===== config.mk =====
export PLATFORM = sky130hd
export DESIGN_NAME = pktbuf_reg_window
export DESIGN_NICKNAME = d
export VERILOG_FILES = /design/src/rtl/pktbuf_reg_window.sv
export SDC_FILE = /design/constraint.sdc
export NUM_CORES = 1
export LEC_CHECK = 0
export BUFFER_PORTS_ARGS = -buffer_cell sky130_fd_sc_hd__buf_4
export CAP_MARGIN = 10
export CORE_MARGIN = 3
export CORE_UTILIZATION = 55
export CTS_BUF_LIST = sky130_fd_sc_hd__clkbuf_16
export DETAILED_ROUTE_END_ITERATION = 10
export PLACE_DENSITY = 0.81
export SETUP_SLACK_MARGIN = 0.02
export SYNTH_ARGS = -nofsm -noshare
export SYNTH_HDL_FRONTEND = slang
export SYNTH_SLANG_ARGS = --single-unit

===== constraint.sdc =====
create_clock -name clk -period 7.2 [get_ports clk]
set_input_delay 0 -clock clk [delete_from_list [all_inputs] [get_ports clk]]
set_output_delay 0 -clock clk [all_outputs]
set_load 0.03 [all_outputs]

===== src/rtl/pktbuf_reg_window.sv =====
module pktbuf_reg_window #(
  parameter int          PAGE_W  = 2,
  parameter logic [7:0]  REV     = 8'h91,
  parameter logic [15:0] CFG_RST = 16'hA0B1,
  parameter logic [15:0] CTL_RST = 16'h1210,
  parameter logic [4:0]  ERX_RST = 5'h1F
) (
  input  logic                clk,
  input  logic                rst_n,
  input  logic [1:0]          host_waddr,
  input  logic [3:0]          host_be,
  input  logic                host_wr,
  input  logic                host_rd,
  input  logic [31:0]         host_wdata,
  output logic [31:0]         host_rdata,
  output logic                host_err,
  output logic [PAGE_W-1:0]   mem_page,
  output logic [3:0]          mem_en,
  output logic [3:0]          mem_we,
  output logic [4*11-1:0]     mem_off,
  output logic [31:0]         mem_wdata,
  input  logic [31:0]         mem_rdata,
  input  logic [7:0]          alloc_result,
  input  logic [7:0]          txdone_head,
  input  logic [7:0]          rx_head,
  input  logic [7:0]          irq_status,
  output logic                cmd_valid,
  output logic [2:0]          cmd_code,
  output logic                ack_valid,
  output logic [7:0]          ack_bits,
  output logic                soft_rst_o,
  output logic [15:0]         tx_ctrl,
  output logic [15:0]         rx_ctrl,
  output logic [7:0]          irq_mask
);
  localparam int OFF_W     = 11;
  localparam int LANES     = 4;
  localparam int NUM_PAGES = 1 << PAGE_W;

  logic [1:0]  bank_q;
  logic [15:0] txc_q, rxc_q, cfg_q, gp_q, ctl_q, ptr_q;
  logic [7:0]  pnum_q, imask_q;
  logic [4:0]  erx_q;
  logic [31:0] rdata_q;
  logic [3:0]  dsel_q;
  logic        err_q, srst_q, cmdv_q, ackv_q;
  logic [2:0]  cmd_q;
  logic [7:0]  ack_q;

  logic             acc, narrow, srst_hit, err_hit;
  logic [3:0]       lane_act, lane_dat;
  logic [3:0]       boff  [LANES];
  logic [7:0]       wbyte [LANES];
  logic [OFF_W-1:0] loff  [LANES];
  logic [2:0]       ndat;

  assign acc    = host_wr | host_rd;
  assign narrow = host_wr && host_waddr == 2'd3 && host_be == 4'hF;

  always_comb begin
    ndat = '0;
    for (int l = 0; l < LANES; l++) begin
      boff[l]     = {host_waddr, 2'(l)};
      wbyte[l]    = host_wdata[8*l +: 8];
      lane_act[l] = acc && host_be[l] && !(narrow && l < 2);
      lane_dat[l] = lane_act[l] && bank_q == 2'd2 && host_waddr == 2'd2;
      loff[l]     = ptr_q[14] ? ptr_q[OFF_W-1:0] + OFF_W'(ndat)
                              : ptr_q[OFF_W-1:0] + OFF_W'(l);
      if (lane_dat[l]) ndat = ndat + 3'd1;
    end
  end

  always_comb begin
    for (int l = 0; l < LANES; l++) mem_off[OFF_W*l +: OFF_W] = loff[l];
  end

  assign mem_page  = ptr_q[15] ? rx_head[PAGE_W-1:0] : pnum_q[PAGE_W-1:0];
  assign mem_en    = lane_dat;
  assign mem_we    = lane_dat & {LANES{host_wr}};
  assign mem_wdata = host_wdata;

  function automatic logic bad_wr(input logic [3:0] off);
    if (off == 4'd14 || off == 4'd15) return 1'b0;
    if (bank_q == 2'd0) return off inside {4'd2, 4'd3, 4'd6, 4'd7, 4'd8, 4'd9};
    if (bank_q == 2'd3) return off inside {4'd10, 4'd11};
    return 1'b0;
  endfunction

  function automatic logic [7:0] rd_byte(input logic [3:0] off);
    logic [7:0] r;
    r = 8'h00;
    if (off == 4'd14) r = {6'b0, bank_q};
    else if (off == 4'd15) r = 8'h33;
    else begin
      case (bank_q)
        2'd0: case (off)
          4'd0: r = txc_q[7:0];
          4'd1: r = txc_q[15:8];
          4'd3: r = 8'h40;
          4'd4: r = rxc_q[7:0];
          4'd5: r = rxc_q[15:8];
          4'd8: r = 8'(NUM_PAGES);
          default: r = 8'h00;
        endcase
        2'd1: case (off)
          4'd0:  r = cfg_q[7:0];
          4'd1:  r = cfg_q[15:8];
          4'd10: r = gp_q[7:0];
          4'd11: r = gp_q[15:8];
          4'd12: r = ctl_q[7:0];
          4'd13: r = ctl_q[15:8];
          default: r = 8'h00;
        endcase
        2'd2: case (off)
          4'd2:  r = pnum_q;
          4'd3:  r = alloc_result;
          4'd4:  r = txdone_head;
          4'd5:  r = rx_head;
          4'd6:  r = ptr_q[7:0];
          4'd7:  r = ptr_q[15:8] & 8'hF7;
          4'd12: r = irq_status;
          4'd13: r = imask_q;
          default: r = 8'h00;
        endcase
        default: case (off)
          4'd8:  r = 8'h30;
          4'd9:  r = 8'h33;
          4'd10: r = REV;
          4'd11: r = 8'h33;
          4'd12: r = {3'b0, erx_q};
          default: r = 8'h00;
        endcase
      endcase
    end
    return r;
  endfunction

  always_comb begin
    srst_hit = 1'b0;
    err_hit  = 1'b0;
    for (int l = 0; l < LANES; l++) begin
      if (host_wr && lane_act[l]) begin
        if (bank_q == 2'd0 && boff[l] == 4'd5 && wbyte[l][7]) srst_hit = 1'b1;
        if (bad_wr(boff[l])) err_hit = 1'b1;
      end
    end
  end

  always_ff @(posedge clk or negedge rst_n) begin
    if (!rst_n) begin
      bank_q <= '0; txc_q <= '0; rxc_q <= '0; cfg_q <= CFG_RST; gp_q <= '0;
      ctl_q <= CTL_RST; pnum_q <= '0; ptr_q <= '0; imask_q <= '0; erx_q <= ERX_RST;
      rdata_q <= '0; dsel_q <= '0; err_q <= 1'b0; srst_q <= 1'b0;
      cmdv_q <= 1'b0; cmd_q <= '0; ackv_q <= 1'b0; ack_q <= '0;
    end else begin
      for (int l = 0; l < LANES; l++)
        rdata_q[8*l +: 8] <= (host_rd && lane_act[l] && !lane_dat[l]) ? rd_byte(boff[l]) : 8'h00;
      dsel_q <= host_rd ? lane_dat : 4'b0;
      err_q  <= err_hit;
      srst_q <= srst_hit;
      cmdv_q <= 1'b0;
      ackv_q <= 1'b0;
      if (srst_hit) begin
        bank_q <= '0; txc_q <= '0; rxc_q <= '0; cfg_q <= CFG_RST; gp_q <= '0;
        ctl_q <= CTL_RST; pnum_q <= '0; ptr_q <= '0; imask_q <= '0; erx_q <= ERX_RST;
      end else begin
        if (ptr_q[14] && |lane_dat)
          ptr_q[OFF_W-1:0] <= ptr_q[OFF_W-1:0] + OFF_W'(ndat);
        for (int l = 0; l < LANES; l++) begin
          if (host_wr && lane_act[l]) begin
            if (boff[l] == 4'd14) bank_q <= wbyte[l][1:0];
            else if (boff[l] != 4'd15) begin
              case (bank_q)
                2'd0: case (boff[l])
                  4'd0: txc_q[7:0]  <= wbyte[l];
                  4'd1: txc_q[15:8] <= wbyte[l];
                  4'd4: rxc_q[7:0]  <= wbyte[l];
                  4'd5: rxc_q[15:8] <= wbyte[l];
                  default: ;
                endcase
                2'd1: case (boff[l])
                  4'd0:  cfg_q[7:0]  <= wbyte[l];
                  4'd1:  cfg_q[15:8] <= wbyte[l];
                  4'd10: gp_q[7:0]   <= wbyte[l];
                  4'd11: gp_q[15:8]  <= wbyte[l];
                  4'd12: ctl_q[7:0]  <= wbyte[l] & 8'hFC;
                  4'd13: ctl_q[15:8] <= wbyte[l];
                  default: ;
                endcase
                2'd2: case (boff[l])
                  4'd0:  begin cmdv_q <= 1'b1; cmd_q <= wbyte[l][7:5]; end
                  4'd2:  pnum_q <= wbyte[l];
                  4'd6:  ptr_q[7:0]  <= wbyte[l];
                  4'd7:  ptr_q[15:8] <= wbyte[l];
                  4'd12: begin ackv_q <= 1'b1; ack_q <= wbyte[l]; end
                  4'd13: imask_q <= wbyte[l];
                  default: ;
                endcase
                default: case (boff[l])
                  4'd12: erx_q <= wbyte[l][4:0];
                  default: ;
                endcase
              endcase
            end
          end
        end
      end
    end
  end

  always_comb begin
    for (int l = 0; l < LANES; l++)
      host_rdata[8*l +: 8] = dsel_q[l] ? mem_rdata[8*l +: 8] : rdata_q[8*l +: 8];
  end

  assign host_err   = err_q;
  assign soft_rst_o = srst_q;
  assign cmd_valid  = cmdv_q;
  assign cmd_code   = cmd_q;
  assign ack_valid  = ackv_q;
  assign ack_bits   = ack_q;
  assign tx_ctrl    = txc_q;
  assign rx_ctrl    = rxc_q;
  assign irq_mask   = imask_q;

  a_r5_upper_ptr_stable: assert property (@(posedge clk) disable iff (!rst_n)
    (|lane_dat && ptr_q[14]) |=> ptr_q[15:11] == $past(ptr_q[15:11]));

  a_r6_ptr_hold: assert property (@(posedge clk) disable iff (!rst_n)
    (|lane_dat && !ptr_q[14]) |=> $stable(ptr_q));

  a_r10_soft_clears: assert property (@(posedge clk) disable iff (!rst_n)
    soft_rst_o |-> (rx_ctrl == 16'h0 && bank_q == 2'd0 && ptr_q == 16'h0));

  a_r11_cmd_bits_clear: assert property (@(posedge clk) disable iff (!rst_n)
    ctl_q[1:0] == 2'b00);

  a_r12_err_after_write: assert property (@(posedge clk) disable iff (!rst_n)
    host_err |-> $past(host_wr));

  a_r13_cmd_from_bank2: assert property (@(posedge clk) disable iff (!rst_n)
    cmd_valid |-> ($past(host_wr) && $past(bank_q) == 2'd2));
endmodule


* Yosys cells after proc, flatten, opt, wreduce, memory -nomap -nowiden
Index checks and enable logic that the tools add are counted.
** Storage, ports and cells
- Word-level logic and storage cells :: 306
- Register bits after elaboration :: 170
** Operators by class
- Add/subtract/negate cells :: 10
- Bitwise operators :: 3
- Reductions and logical operators :: 56
- Muxes and demuxes :: 209
- Equality and inequality tests :: 10
** Operators with widths (number)
- 8-bit two-way mux :: 65
- 16-bit two-way mux :: 20
- 8-bit one-hot mux with 3 select lines :: 7
- 8-bit one-hot mux with 2 select lines :: 8
- 1-bit two-way mux :: 77
- 3-bit two-way mux :: 17
- 11-bit two-way mux :: 4
- 11-bit by 3-bit adder with 11-bit output :: 3
- 1-bit logical AND :: 31
- 11-bit by 2-bit adder with 11-bit output (second input constant) :: 2
- 5-bit two-way mux :: 4
- 4-bit logical NOT :: 4
- 6-bit one-hot mux with 2 select lines :: 1
- 2-bit nonzero test :: 6
- 11-bit by 1-bit adder with 11-bit output :: 1
- 11-bit by 1-bit adder with 11-bit output (second input constant) :: 1
- 2-bit equality test (second input constant) :: 4
- 2-bit two-way mux :: 4
- 4-bit AND reduction :: 2
- 3-bit by 1-bit adder with 3-bit output (second input constant) :: 2
- 6-bit two-way mux :: 1
- 3-bit AND reduction :: 2
- 6-bit nonzero test :: 1
- 1-bit logical NOT :: 5
- 13 further kinds :: 16

* Longest topological paths before layout
Gate-level depths: netlist (run 1).
- Word-level depth :: 24
- Mapped depth :: 19
- Gate-level depth less buffers :: 18

* Worst setup path after synthesis (run 1)
Ideal clock, no wire load.
- Path type :: flip-flop to flip-flop
- Start :: register bank_q[1]
- End :: register ptr_q[8]
- Path buffers :: 2
- Data required time :: 7074 ps
- Period minus slack after synthesis :: 3965 ps
- Arrival time :: 3839 ps
- Cell stages (with the launch flop) :: 19
- Path slack :: 3235 ps
- Cell sequence :: dfrtp_1 buf_4 and2b_1 buf_4 and2_1 o21ai_0 nor2_1 inv_1 ha_1 xnor2_1 inv_1 ha_1 mux2i_1 fa_1 nor2b_1 o21ai_0 nor4_1 xnor2_1 a21oi_1
** Between the ends
- Longest elaborated chain between the ends :: 17
** RTL lines
- start: declaration :: RTL line 40 : logic [1:0] bank_q;
- start signal: assignment :: RTL line 171 : if (boff[l] == 4'd14) bank_q <= wbyte[l][1:0];
- 2-bit equality test * :: RTL line 66 : lane_dat[l] = lane_act[l] && bank_q == 2'd2 && host_waddr == 2'd2;
- 1-bit logical AND * (2 in series) :: RTL line 66
- named net mem_en[0] :: RTL line 18 : output logic [3:0] mem_en,
- 1-bit two-way mux :: RTL line 69 : if (lane_dat[l]) ndat = ndat + 3'd1;
- 1-bit by 1-bit adder with 2-bit output :: RTL line 69
- 3-bit two-way mux :: RTL line 69
- 3-bit by 1-bit adder with 3-bit output :: RTL line 69
- 3-bit two-way mux :: RTL line 69
- 3-bit by 1-bit adder with 3-bit output :: RTL line 69
- 3-bit two-way mux :: RTL line 69
- 11-bit by 3-bit adder with 11-bit output :: RTL line 168 : ptr_q[OFF_W-1:0] <= ptr_q[OFF_W-1:0] + OFF_W'(ndat);
- 11-bit two-way mux * :: RTL line 167 : if (ptr_q[14] && |lane_dat)
- 8-bit two-way mux :: RTL line 190 : 2'd2: case (boff[l])
- 16-bit two-way mux :: RTL line 173 : case (bank_q)
- 16-bit two-way mux :: RTL line 172 : else if (boff[l] != 4'd15) begin
- 16-bit two-way mux * :: RTL line 170 : if (host_wr && lane_act[l]) begin
- 16-bit two-way mux * :: RTL line 163 : if (srst_hit) begin
- end signal: indexed assignment :: RTL line 168
- end signal: assignment :: RTL line 194 : 4'd7: ptr_q[15:8] <= wbyte[l];
- end: declaration :: RTL line 41 : logic [15:0] txc_q, rxc_q, cfg_q, gp_q, ctl_q, ptr_q;
Mark *: on every way through the listed nets, which the timed path passes. The rest lies on a longest branch.
A chain may end at the register's enable or synchronous reset.

* Worst setup path in the final report (run 1)
- Start :: register bank_q[0]
- End :: register ptr_q[8]
** Between the ends
- Longest elaborated chain between the ends :: 17
** RTL lines (RTL line)
- 2-bit equality test :: 66, 173
- 1-bit logical AND (2 in series) :: 66
- 1-bit two-way mux :: 69
- 1-bit by 1-bit adder with 2-bit output :: 69
- 3-bit two-way mux :: 69
- 3-bit by 1-bit adder with 3-bit output :: 69
- 3-bit two-way mux :: 69
- 3-bit by 1-bit adder with 3-bit output :: 69
- 3-bit two-way mux :: 69
- 11-bit by 3-bit adder with 11-bit output :: 168
- 11-bit two-way mux :: 167
- 8-bit two-way mux :: 190
- 16-bit two-way mux :: 173
- 16-bit two-way mux :: 172
- 16-bit two-way mux :: 170
- 16-bit two-way mux * :: 163
Mark *: on every way between the ends. The rest lies on a longest branch, timed or not.

==> results of run 1 <==
## worst max path at each step
| stage | cells past startpoint | slack [ns] | endpoint |
|---|---|---|---|
| after floorplan | 18 | 3.23 | ptr_q[8] |
| after global routing | 17 | 2.48 | ptr_q[8] |
| after global placement | 17 | 3.08 | ptr_q[8] |
| after detailed placement | 17 | 2.92 | ptr_q[8] |
| after CTS | 17 | 2.90 | ptr_q[8] |
| final | 17 | 2.86 | ptr_q[8] |
## per-stage QoR
step | total power, W | instances | util [%] | hold slack (ns) | setup slack (ns)
global placement | 0.002769 | 1338 | 68.39 | 0.1601 | 3.076
detailed placement | 0.002802 | 1338 | 68.39 | 0.1619 | 2.923
CTS | 0.003700 | 1425 | 75.24 | 0.01837 | 2.903
finish | 0.003709 | 1425 | 75.24 | 0.03910 | 2.863
global route | 0.003875 | 1425 | 75.24 | 0.06282 | 2.483
floorplan | 0.002291 | 942 | - | -0.2956 | 3.235
## cells in the mapped netlist (12+ instances only)
cell type	count	share of area [%]
dfrtp_1	153	41
dfstp_2	14	4.0
inv_1	20	0.81
and2_1	14	0.94
a21o_1	13	1.1
mux2_2	56	6.8
nand3_1	31	1.7
o21ai_1	12	0.65
nand2_1	107	4.3
buf_4	46	3.7
a22o_1	41	3.9
clkbuf_1	28	1.1
nor2_1	49	2.0
buf_2	26	1.4
xor2_1	20	1.9
ha_1	22	3.0
o21ai_0	54	2.9
a22oi_1	32	2.6
xnor2_1	20	1.9
a21oi_1	55	3.0
nor2b_1	12	0.81
## timing repair
action / in CTS / in global routing
hold buffers: 55 / 0
setup endpoints to repair: 0 / 0
hold endpoints to repair: 231 / 0
buffers inserted: 0 / 0
## routing by layer
| metal | track usage, % | part of all wire (%) | vias up |
|---|---|---|---|
| met5 | 0 | 0 | - |
| met4 | 8.791 | 2.1 | 0 |
| met3 | 6.662 | 9.5 | 55 |
| met2 | 53.10 | 49 | 533 |
| met1 | 41.39 | 39 | 4151 |
| li1 | - | - | 3813 |
## flip-flops by register name, summed over array words and instances (netlist names)
| name | cells |
|---|---|
| ack_valid | 1 |
| erx_q | 5 |
| rx_ctrl | 16 |
| host_err | 1 |
| irq_mask | 8 |
| bank_q | 2 |
| dsel_q | 4 |
| ack_bits | 8 |
| rdata_q | 32 |
| pnum_q | 8 |
| cmd_code | 3 |
| cfg_q | 16 |
| cmd_valid | 1 |
| soft_rst_o | 1 |
| ctl_q | 14 |
| tx_ctrl | 16 |
| gp_q | 16 |
| ptr_q | 15 |
## area by class of cell
type	count	area, um^2	share of cell area [%]
Multi-Input combinational cell	650	4419	36.19
Sequential cell	167	4197	34.36
Timing Repair Buffer	339	2686	22.00
Clock buffer	17	425.4	3.484
Tap cell	216	270.3	2.213
Clock inverter	15	135.1	1.107
Inverter	21	78.83	0.6455
## cells by family (layout without fill, tap and decap cells)
| family | Yosys count | count (layout) | share of synthesized area, % |
|---|---|---|---|
| muxes | 72 | 72 | 8.593 |
| DFF | 167 | 167 | 45.17 |
| and+or+nand+nor | 260 | 260 | 13.45 |
| adders and majority gates | 24 | 24 | 3.394 |
| xor gates and xnor gates | 40 | 40 | 3.771 |
| AOI/OAI and AO/OA | 254 | 254 | 18.36 |
| buffers and inverters | 125 | 392 | 7.259 |
## worst reg2reg max path: stages, from the launching register on
cell and delay [ns]:
dfrtp_1 0.36, buf_4 0.24, and2b_1 0.47, and2_1 0.22, o21ai_0 0.09, nor2_1 0.26, inv_1 0.13, ha_1 0.34
xnor2_1 0.29, inv_1 0.08, ha_1 0.30, mux2i_1 0.10, fa_1 0.42, nor2b_1 0.15, o21ai_0 0.19, nor4_1 0.34
xnor2_1 0.16, a21oi_1 0.09
## cell usage in the layout, fill, tap and decap left out, types with 14 or more instances in the layout
master and instances:
dfrtp_1 153, nand3_1 31, a21oi_1 55, buf_4 283, clkbuf_16 17, dlygate4sd3_1 55, mux2_2 56, nor2_1 49
ha_1 22, dfstp_2 14, xor2_1 20, nand2_1 107, o21ai_0 54, a22oi_1 32, a22o_1 41, and2_1 14
inv_1 21, xnor2_1 20
## power by group
part / internal [W] / switching [W] / total [W]
Combinational: 0.000576 / 0.000859 / 0.00143
Sequential: 0.00117 / 0.000226 / 0.00140
Clock: 0.000457 / 0.000419 / 0.000876
Total: 0.00220 / 0.00150 / 0.00371
==> out/results.ini, run 1 <==
[outcome]
run_status=finished, final reports clean

[floorplanning]
dieWidth_um=136.0
io_pins=279
core_region_area_mm2=0.01623
fp-row-count=46
die_y_um=136.0
start_util_pct=57.24
die_area_mm2=0.01849

[power_and_ir_drop]
peakVddDrop_v=0.0002213
leakage_nw=5.927
power_density_mw_per_mm2=303.7

[cells_and_area]
fillers=1135
final_nets=1326
diodes=0
fin_area_mm2=0.01221
drive_gt1_share_pct=33.33
syn_to_final_growth_pct=31.45

[critical_path]
r2r_slack_ns=2.86
r2r_start=bank_q[0]
path_class=reg2reg
crit_chain=buf_4, and2b_1, and2_1, o21ai_0, nor2_1, inv_1, ha_1, xnor2_1, inv_1, ha_1, mux2i_1, fa_1, nor2b_1, o21ai_0, nor4_1, xnor2_1, a21oi_1
crit_required_ns=7.51
crit_path_start_kind=register
worstSetupEndpointType=register
crit_path_start=bank_q[0]
rr_worst_depth=17
path_max_fanout=32
cp_top_family=simple AND/OR/NAND/NOR gates
critPathArrivalTime_ns=4.64
rr_endpoint=ptr_q[8]
slowest_delay_ns=0.47
cp_slowest_cell=and2b_1
path_buf_inv=3

[logic_synthesis]
async_flop_share_pct=100.0
synth_cells=942
syn_nets=1072
synth_edf_count=0
ys_seq_area_share_pct=45.17
synth.distinct_cells=62
synth.avg_cell_area_um2=9.862
ys_seq_elements=167
netlist_area_mm2=0.009290
ys_warn_count=0
ys.flop_type=dfrtp_1

[sta]
worst_pin_slew_ns=1.234
hold_viol_final=0
period_share_pct=60.24
rsz0062_at_grt=no
clock_skew_ns=0.01526
min_period_ns=4.337
max_slew_margin_pct=17.39
timing.setup.tns_ns=0
setup_viol=0
drv_slew=0
max_freq_ghz=0.2306

[place]
post-dp-hpwl_um=20160
placed_area_mm2=0.01110
gp_congestion=0.8638
io_buffers=278

[worst_hold_path]
hold_path.class=in2reg
min_to=rdata_q[0]
min_from=txdone_head[0]
hold_depth=4

[clock_tree]
htreeDepth=4
clk_pin_slew_ns=0.07
numCtsBuffers=17
cts_tree=yes
clock_path_buffers=2
cts.sinks=167
cts-resized-gates=0
root_buffer=clkbuf_16
clock_latency_ns=0.44

[global_route]
grt_pass1_wl_um=45530
grt_max_degree=102
grt-ovfl-total=0
antenna_found_initial=0
grt_pass1_vias=8407
grt_usage_pct=31.49

[detailed_routing]
viasPerCell=6.001
dr.pass1.iters=7
wirelength_um=29540
ant_nets=0
wl_per_cell_um=20.73
dr_total_vias=8552
drt_iter0_drc=1000
drcViolationCount=0

[job]
max_cap_viol_count=0

Note: power is estimated with default switching activity, not from simulation.
==> inputs of run 2 (changes only) <==
--- a/config.mk
+++ b/config.mk
@@ -8,10 +8,10 @@
 export BUFFER_PORTS_ARGS = -buffer_cell sky130_fd_sc_hd__buf_4
 export CAP_MARGIN = 10
 export CORE_MARGIN = 3
-export CORE_UTILIZATION = 55
+export CORE_UTILIZATION = 47
 export CTS_BUF_LIST = sky130_fd_sc_hd__clkbuf_16
 export DETAILED_ROUTE_END_ITERATION = 10
-export PLACE_DENSITY = 0.81
+export PLACE_DENSITY = 0.74
 export SETUP_SLACK_MARGIN = 0.02
 export SYNTH_ARGS = -nofsm -noshare
 export SYNTH_HDL_FRONTEND = slang
==> constraint.sdc (replaced) <==
create_clock -name clk -period 3.8 [get_ports clk]
set_input_delay 0 -clock clk [delete_from_list [all_inputs] [get_ports clk]]
set_output_delay 0 -clock clk [all_outputs]
set_load 0.03 [all_outputs]
==> out/results.ini, run 2 (synthesized netlist as in run 1, its figures left out) <==
[outcome]
run_status=finished, final reports clean

[critical_path]
worstSetupEndpointType=output port
path_common_cell=buf_4
path_class=reg2out
path_max_fanout=4
path_buf_inv=3
crit_chain=and2b_1, and2_1, o21ai_1, nor2_2, inv_2, ha_4, xnor2_4, buf_4, nand2_1, ha_1, fa_1, a21o_1, nand2_2, nor2_1, xor2_1, buf_4
crit_path_start_kind=register
critPathArrivalTime_ns=3.55
slowest_delay_ns=0.41
cp_top_family=adder cells
crit_required_ns=3.80
cp_slowest_cell=dfrtp_1

[floorplanning]
die_y_um=146.6
fp-row-count=50
die_area_mm2=0.02149
dieWidth_um=146.6
io_pins=279
start_util_pct=48.69
core_region_area_mm2=0.01908

[sta]
timing.setup.tns_ns=0
worst_pin_slew_ns=0.9845
hold_slack_ns=0.03529
min_period_ns=3.547
period_share_pct=93.35
max_freq_ghz=0.2819
drv_slew=0
rsz0062_at_grt=no
max_slew_margin_pct=34.37
clock_skew_ns=0.01050
setup_viol=0
hold_viol_final=0

[cells_and_area]
mostFrequentLayoutCells=buf_4 (297), dfrtp_1 (153), nand2_1 (106)
fin_area_mm2=0.01245
largest_reg_flops=32
layout_commonest_cell=buf_4
final_nets=1340
fillers=1504
multi_input_area_mm2=0.004483
diodes=0
regMostFlops=rdata_q
drive_gt1_share_pct=35.00
regArea_mm2=0.004197
syn_to_final_growth_pct=34.02

[clock_tree]
root_buffer=clkbuf_16
clock_latency_ns=0.43
htreeDepth=4
clk_pin_slew_ns=0.07
numCtsBuffers=17
cts.sinks=167
cts_tree=yes
clock_path_buffers=2

[place]
post-dp-hpwl_um=21330
placed_area_mm2=0.01123
io_buffers=278
gp_congestion=0.8835

[detailed_routing]
drt_iter0_drc=735
drcViolationCount=0
viasPerCell=5.683
ant_nets=0
dr_total_vias=8428
wirelength_um=30060
wl_per_cell_um=20.27
dr.pass1.iters=5

[global_route]
antenna_found_initial=0
grt_max_degree=108
grt-ovfl-total=0
grt_usage_pct=27.22
grt_pass1_vias=8496
grt_pass1_wl_um=46690

[job]
max_cap_viol_count=0

[power_and_ir_drop]
power_density_mw_per_mm2=568.8
leakage_nw=6.010
peakVddDrop_v=0.0004716

[worst_hold_path]
hold_path.class=in2reg

==> run 2: layout make-up <==
type                    instances  share of cell area (%)
flip-flops and latches        167                   33.71
repair buffers                353                   22.42
inverters                      21                  0.6331
multi-input cells             650                   36.01
well taps                     260                   2.613
clock buffers                  17                   3.417
clock inverters                15                   1.206
==> run 2: path summary, 6_finish.rpt <==
path / startpoint / endpoint / slack, ns / cells past startpoint
min in group asynchronous: rst_n / rdata_q[25] / 0.28 / 2
worst max register to register: bank_q[0] / ptr_q[10] / 0.28 / 17
worst min register to register: ctl_q[9] / ctl_q[9] / 0.48 / 2
max in group asynchronous: rst_n / cfg_q[0] / 2.54 / 3
worst min-delay path: txdone_head[1] / rdata_q[1] / 0.04 / 4
worst max-delay path: bank_q[0] / mem_off[43] / 0.25 / 16
==> run 2: power by group <==
| part | leakage, nW | switching (W) | internal, W | total (W) |
|---|---|---|---|---|
| Clock | 0.282 | 0.000778 | 0.000918 | 0.00170 |
| Combinational | 3.58 | 0.00163 | 0.00111 | 0.00274 |
| Sequential | 2.15 | 0.000423 | 0.00222 | 0.00264 |
| Total | 6.01 | 0.00283 | 0.00425 | 0.00708 |
==> run 2: metrics by stage <==
step	utilization, %	std cells	setup WS [ns]	power (W)
2_1_floorplan	-	942	0.02272	0.004341
3_3_place_gp	58.83	1391	0.2452	0.005297
3_5_place_dp	58.83	1391	0.05053	0.005355
4_1_cts	64.81	1479	0.05192	0.007102
5_1_grt	65.25	1483	0.004118	0.007422
6_report	65.25	1483	0.2527	0.007082
==> run 2: worst reg2reg max path, stage by stage, from the launching register on <==
cell and delay (ns):
dfrtp_1 0.41, and2b_1 0.21, and2_1 0.16, o21ai_1 0.09
nor2_2 0.17, inv_2 0.09, ha_4 0.32, xnor2_4 0.13
buf_4 0.14, xor2_1 0.17, ha_2 0.21, inv_1 0.05
fa_1 0.39, nor2b_2 0.16, o21ai_2 0.11, nor4_2 0.34
xnor2_1 0.15, a21oi_1 0.09
==> run 2: per-layer routing <==
layer  share of wire [%]  GRT usage [%]  wire, um  vias up
li1                    -              -         -     3850
met1                  40          34.36     12010     4108
met2                  50          46.30     14940      418
met3                 8.1          6.549      2446       52
met4                 2.2          8.514       664        0
met5                   0              0         0        -
==> run 2: repair_timing <==
action	in CTS	in global routing
endpoints found under the hold margin	235	0
setup endpoints to repair	6	19
pin swaps	2	4
gates resized for setup	2	12
setup buffers	1	3
hold buffers	55	0
